--- config.mk ---
export PLATFORM = sky130hd
export DESIGN_NAME = amp_enable_seq
export DESIGN_NICKNAME = d
export VERILOG_FILES = /design/src/rtl/amp_seq_pkg.sv /design/src/rtl/pdm_activity_mon.sv /design/src/rtl/seq_timer.sv /design/src/rtl/amp_seq_fsm.sv /design/src/rtl/amp_enable_seq.sv
export SDC_FILE = /design/constraint.sdc
export NUM_CORES = 1
export LEC_CHECK = 0
export ABC_AREA = 1
export BUFFER_PORTS_ARGS = -buffer_cell sky130_fd_sc_hd__buf_2
export CELL_PAD_IN_SITES_DETAIL_PLACEMENT = 1
export CELL_PAD_IN_SITES_GLOBAL_PLACEMENT = 1
export CORE_MARGIN = 4
export CORE_UTILIZATION = 41
export CTS_CLUSTER_SIZE = 12
export DETAILED_ROUTE_END_ITERATION = 10
export GPL_TIMING_DRIVEN = 0
export PLACE_DENSITY_LB_ADDON = 0.1
export SYNTH_ARGS = -nofsm -noshare
export SYNTH_HDL_FRONTEND = slang
export SYNTH_HIERARCHICAL = 1
export SYNTH_SLANG_ARGS = --single-unit
--- constraint.sdc ---
create_clock -name ref_clk -period 2.5 [get_ports ref_clk]
set_input_delay 0.125 -clock ref_clk [delete_from_list [all_inputs] [get_ports ref_clk]]
set_output_delay 0.125 -clock ref_clk [all_outputs]
set_load 0.02 [all_outputs]
--- src/rtl/amp_seq_pkg.sv ---
package amp_seq_pkg;
  typedef enum logic [2:0] {
    ST_OFF    = 3'd0,
    ST_IDLE   = 3'd1,
    ST_WARM   = 3'd2,
    ST_RUN    = 3'd3,
    ST_HICCUP = 3'd4
  } amp_state_e;
endpackage

--- src/rtl/pdm_activity_mon.sv ---
module pdm_activity_mon #(
  parameter int LOSS_CYC    = 125,
  parameter int SYNC_STAGES = 2
) (
  input  logic ref_clk,
  input  logic rst_n,
  input  logic pdm_in,
  output logic clk_alive
);
  localparam int CW = $clog2(LOSS_CYC + 1);
  localparam logic [CW-1:0] LIMIT = CW'(LOSS_CYC);

  logic [SYNC_STAGES:0] sync_q;
  logic                 pdm_edge;
  logic [CW-1:0]        quiet_cnt;

  always_ff @(posedge ref_clk or negedge rst_n) begin
    if (!rst_n) sync_q <= '0;
    else        sync_q <= {sync_q[SYNC_STAGES-1:0], pdm_in};
  end

  // either polarity carries data, so both edges count as activity
  assign pdm_edge = sync_q[SYNC_STAGES] ^ sync_q[SYNC_STAGES-1];

  always_ff @(posedge ref_clk or negedge rst_n) begin
    if (!rst_n)                quiet_cnt <= LIMIT;
    else if (pdm_edge)         quiet_cnt <= '0;
    else if (quiet_cnt != LIMIT) quiet_cnt <= quiet_cnt + 1'b1;
  end

  assign clk_alive = (quiet_cnt < LIMIT);
endmodule

--- src/rtl/seq_timer.sv ---
module seq_timer #(
  parameter int W = 16
) (
  input  logic         ref_clk,
  input  logic         rst_n,
  input  logic         load,
  input  logic [W-1:0] load_val,
  input  logic         run,
  output logic         done
);
  logic [W-1:0] cnt;

  always_ff @(posedge ref_clk or negedge rst_n) begin
    if (!rst_n)                   cnt <= '0;
    else if (load)                cnt <= load_val;
    else if (run && cnt != '0)    cnt <= cnt - 1'b1;
  end

  assign done = (cnt == '0);
endmodule

--- src/rtl/amp_seq_fsm.sv ---
module amp_seq_fsm
  import amp_seq_pkg::*;
#(
  parameter int WARM_CYC  = 81250,
  parameter int RETRY_CYC = 12500,
  parameter int W         = 17
) (
  input  logic         ref_clk,
  input  logic         rst_n,
  input  logic         shdn_req,
  input  logic         clk_alive,
  input  logic         oc_fault,
  input  logic         tmr_done,
  output amp_state_e   state,
  output logic         tmr_load,
  output logic [W-1:0] tmr_val,
  output logic         tmr_run
);
  amp_state_e nxt;

  always_comb begin
    nxt      = state;
    tmr_load = 1'b0;
    tmr_val  = '0;
    if (shdn_req) begin
      nxt = ST_OFF;
    end else begin
      unique case (state)
        ST_OFF:  nxt = ST_IDLE;
        ST_IDLE: if (clk_alive) begin
          nxt      = ST_WARM;
          tmr_load = 1'b1;
          tmr_val  = W'(WARM_CYC - 1);
        end
        ST_WARM: begin
          if (!clk_alive)    nxt = ST_IDLE;
          else if (tmr_done) nxt = ST_RUN;
        end
        ST_RUN: begin
          if (!clk_alive) nxt = ST_IDLE;
          else if (oc_fault) begin
            nxt      = ST_HICCUP;
            tmr_load = 1'b1;
            tmr_val  = W'(RETRY_CYC - 1);
          end
        end
        ST_HICCUP: begin
          if (!clk_alive)    nxt = ST_IDLE;
          else if (tmr_done) nxt = ST_RUN;
        end
        default: nxt = ST_OFF;
      endcase
    end
  end

  always_ff @(posedge ref_clk or negedge rst_n) begin
    if (!rst_n) state <= ST_OFF;
    else        state <= nxt;
  end

  assign tmr_run = (state == ST_WARM) || (state == ST_HICCUP);
endmodule

--- src/rtl/amp_enable_seq.sv ---
module amp_enable_seq
  import amp_seq_pkg::*;
#(
  parameter int LOSS_CYC  = 125,
  parameter int WARM_CYC  = 81250,
  parameter int RETRY_CYC = 12500
) (
  input  logic       ref_clk,
  input  logic       rst_n,
  input  logic       shdn_req,
  input  logic       pdm_clk_in,
  input  logic       oc_fault,
  output logic       bridge_en,
  output logic       bridge_hiz,
  output logic [2:0] state_code
);
  localparam int TMR_MAX = (WARM_CYC > RETRY_CYC) ? WARM_CYC : RETRY_CYC;
  localparam int TW      = $clog2(TMR_MAX + 1);

  logic          clk_alive;
  logic          tmr_load, tmr_run, tmr_done;
  logic [TW-1:0] tmr_val;
  amp_state_e    state;

  pdm_activity_mon #(.LOSS_CYC(LOSS_CYC), .SYNC_STAGES(2)) u_mon (
    .ref_clk  (ref_clk),
    .rst_n    (rst_n),
    .pdm_in   (pdm_clk_in),
    .clk_alive(clk_alive)
  );

  seq_timer #(.W(TW)) u_tmr (
    .ref_clk (ref_clk),
    .rst_n   (rst_n),
    .load    (tmr_load),
    .load_val(tmr_val),
    .run     (tmr_run),
    .done    (tmr_done)
  );

  amp_seq_fsm #(.WARM_CYC(WARM_CYC), .RETRY_CYC(RETRY_CYC), .W(TW)) u_fsm (
    .ref_clk  (ref_clk),
    .rst_n    (rst_n),
    .shdn_req (shdn_req),
    .clk_alive(clk_alive),
    .oc_fault (oc_fault),
    .tmr_done (tmr_done),
    .state    (state),
    .tmr_load (tmr_load),
    .tmr_val  (tmr_val),
    .tmr_run  (tmr_run)
  );

  // shutdown acts on the bridge without waiting for a reference edge
  assign bridge_en  = (state == ST_RUN) && !shdn_req;
  assign bridge_hiz = shdn_req || !((state == ST_RUN) || (state == ST_WARM));
  assign state_code = state;
endmodule

==> metrics.md <==
| Metric | Value |
|---|---|
| CP Cell Sequence | nand2_2 > nor2_4 > o211ai_1 > nand4_1 > nor3_4 > or2_4 > inv_6 > nand2_4 > buf_6 > nand2_2 > nand2_1 |
| Ys Warns | 6 |
| Die area | about 7000 sq um |
| ANT nets after route | 0 |
| Final #Nets | 363 |
| DR iter-0 viols | 73 |
| #FFs+latches synth | 30 |
| Die X | slightly above 80 um |
| DRC Markers | 0 |
| Largest net degree at the start of global routing | 31 |
| Reg2reg setup slack | 0.26 ns |
| Area grow syn2layout | 16.7% |
| CP max FO | 12 |
| Synthesized cell area | about 2300 sq um |
| RSZ-0062 raised after global routing | no |
| Area share of the largest cell type after synthesis | between 20% and 30% |
| Pwr/cell area | between 1000 and 1500 nW/um^2 |
| Port Buffers | 9 |
| Cell repeated most along the worst path | nand2_2 |
| Drt total wl | between 5000 and 6000 um |
| Vias/cell | approximately 5 |
| Rows | 26 |
| Crit-path max cell delay | around 0.57 ns |
| Inserted Diodes | 0 |
| Crit-path slowest cell | dfstp_2 |
| Sink Count | 30 |
| TritonCTS clock tree | built |
| Initial cell density of the core | 43.6% |
| VDD IR-drop max | 0.539 mV |
| Met2 WL | ~2900 um |
| Hold crit path type | input pin to register |
| Vias in the first global route | ~2200 |
| Total CTS buffers | 5 |
| P_leak | approximately 1.4 nW |
| Overflow after GRT | 0 |
| Vias post-DR | ~2100 |
| Antenna violations before repair | 0 |
| Latest clock arrival within the worst-skew pair | around 0.29 ns |
| Run status | completed |
| WL/cell | 13.8 um |
| Final min period | ~2.2 ns |
| Post-synth top cells | 104 x nand2_1, 38 x nand3_1, 32 x inv_1 |
| Max Slew Vio Count | 0 |
| WHS | roughly 0.26 ns |
| Total track usage | 18.6% |
| Family with the most delay on the worst path | simple AND/OR/NAND/NOR gates |
| Worst Tran Pin Value | 0.727 ns |
| Max Cap Violations | 0 |
| Final Power | between 0.002 and 0.003 W |
| Highest Signal Layer | met4 |
| Post-DP HPWL | between 4000 and 5000 um |
| # IOs | 10 |
| Max clock buf depth | 2 |
| Worst Skew | between 0.007 and 0.008 ns |
| Ranking of synthesized cells by area | dfrtp_1 26%, nand2_1 17%, nand3_1 8.3%, dfstp_2 6.9%, inv_1 5.2% |
| Syn Inst Count | about 330 |
| First-pass GRT wire length | ~10000 um |
| WL met1 | approximately 2800 um |
| 1st-pass router iterations | 4 |
| Synth cell types | 35 |
| Filler cell count | between 700 and 800 |
| Buf/Inv on CP | 2 |
| H-tree levels | 2 |
| Clock slew seen by the registers of the worst setup and hold paths | around 0.07 ns |
| Layout cells sized above 1 | between 20% and 30% |
| Most numerous cell in the Yosys netlist | nand2_1 |
| Root buf cell | clkbuf_8 |
| Synth Flop Type | dfrtp_1 |
| Critical path startpoint category | register |
| Die Y | just over 80 um |
| DR WL met3 | between 90 and 100 um |
| Max-Slew Margin vs Limit | roughly 52% |
| Syn_area_per_cell | a little over 7 sq um |
| Seq/Total Area, Yosys | 33.0% |
| Post-synth EDFFs | 0 |
| GP Congestion | approximately 0.79 |
| Required @ worst endpoint | approximately 2.7 ns |
| Synth area leader | dfrtp_1 |
| Worst path arrival time | ~2.4 ns |
| Crit path kind | register to register |
| Final worst path period share | 89.8% |
| Core area | between 5000 and 6000 sq um |
| Hold Vio Cnt, Final | 0 |
| Nature of the critical path endpoint | register |
| Max Freq | 0.446 GHz |
| Async set or reset register ratio after synthesis | 100% |
| Final Setup Violations | 0 |
==> cell type report <==
class / instances / area, sq um / share of cell area (%)
Buffer: 20 / 169 / 6.30
Multi-Input combinational cell: 242 / 1290 / 48.0
Inverter: 36 / 140 / 5.22
Sequential cell: 30 / 758 / 28.3
Timing Repair Buffer: 20 / 133 / 4.94
Clock buffer: 7 / 76.3 / 2.85
Clock inverter: 1 / 30.0 / 1.12
Tap cell: 70 / 87.6 / 3.26
==> state kept, by name, indices dropped and copies added (netlist names) <==
name             count
u_tmr/cnt           17
u_mon/quiet_cnt      7
u_fsm/state          3
u_mon/sync_q         3
==> routing by layer <==
metal	GRT usage, %	up-vias
met5	0	-
met1	24.0	1005
li1	-	1066
met2	31.8	13
met4	4.90	0
met3	3.47	7
==> logic make-up (layout without fill, tap and decap cells) <==
family / count (synthesis) / count (layout) / share of synthesized area (%)
compound gates: 23 / 23 / 6.75
fa+ha+maj: 3 / 3 / 1.63
other cells: 1 / 5 / 0.163
buf+inv: 57 / 84 / 12.5
simple gates: 209 / 209 / 44.4
xor+xnor: 2 / 2 / 1.58
flops: 30 / 30 / 33.0
==> metrics by stage <==
stage	area (sq um)	util [%]	setup TNS (ns)	setup slack, ns	std cells
floorplan	2310	-	0	0.0457	329
global placement	2450	46.4	-13.08	-0.871	408
detailed placement	2450	46.4	-13.26	-0.872	408
CTS	2640	50.1	0	0.00741	423
global route	2680	50.9	0	0.0931	426
finish	2680	50.9	0	0.256	426
==> path summary, 6_finish.rpt <==
path / startpoint / endpoint / cells past startpoint
hold / removal: oc_fault / u_fsm/state[1] / 5
setup reg to reg: u_mon/quiet_cnt[5] / u_tmr/cnt[12] / 11
min in group asynchronous: rst_n / u_tmr/cnt[10] / 2
hold reg to reg: u_mon/sync_q[0] / u_mon/sync_q[1] / 0
max in group asynchronous: rst_n / u_tmr/cnt[7] / 2
setup / recovery: u_mon/quiet_cnt[5] / u_tmr/cnt[12] / 11
==> worst register-to-register path: stages, from the launching register on <==
cell	delay (ns)
dfstp_2	0.57
nand2_2	0.07
nor2_4	0.14
o211ai_1	0.20
nand4_1	0.23
nor3_4	0.07
or2_4	0.31
inv_6	0.13
nand2_4	0.10
buf_6	0.18
nand2_2	0.08
nand2_1	0.06
==> power breakdown <==
part | leakage, nW | total, W | switching (W) | internal [W]
clock | 0.0524 | 0.000494 | 0.000196 | 0.000298
combinational | 0.984 | 0.00166 | 0.00104 | 0.000618
sequential | 0.370 | 0.000821 | 0.000185 | 0.000636
==> placed cells by master (no fill, tap or decap), drive strengths merged <==
cell / instances
o21ai: 17
buf: 37
or2: 4
dlygate4sd3: 2
xor2: 1
bufinv: 1
a21oi: 3
a31oi: 1
and2: 1
inv: 36
ha: 3
clkbuf: 8
dfstp: 6
o211ai: 1
nand2: 117
o21bai: 1
nand3b: 3
nor2: 34
xnor2: 1
nand4: 4
nand3: 43
conb: 5
dfrtp: 24
nor3: 3
==> what timing repair did <==
action                                  in CTS  in global routing
setup buffers                                5                  4
pin swaps                                    4                  3
hold buffers                                 2                  0
endpoints found under the hold margin       25                  0
gates resized for setup                     10                 10
endpoints found under the setup margin      17                 17
Power figures use the tool's default switching activity.
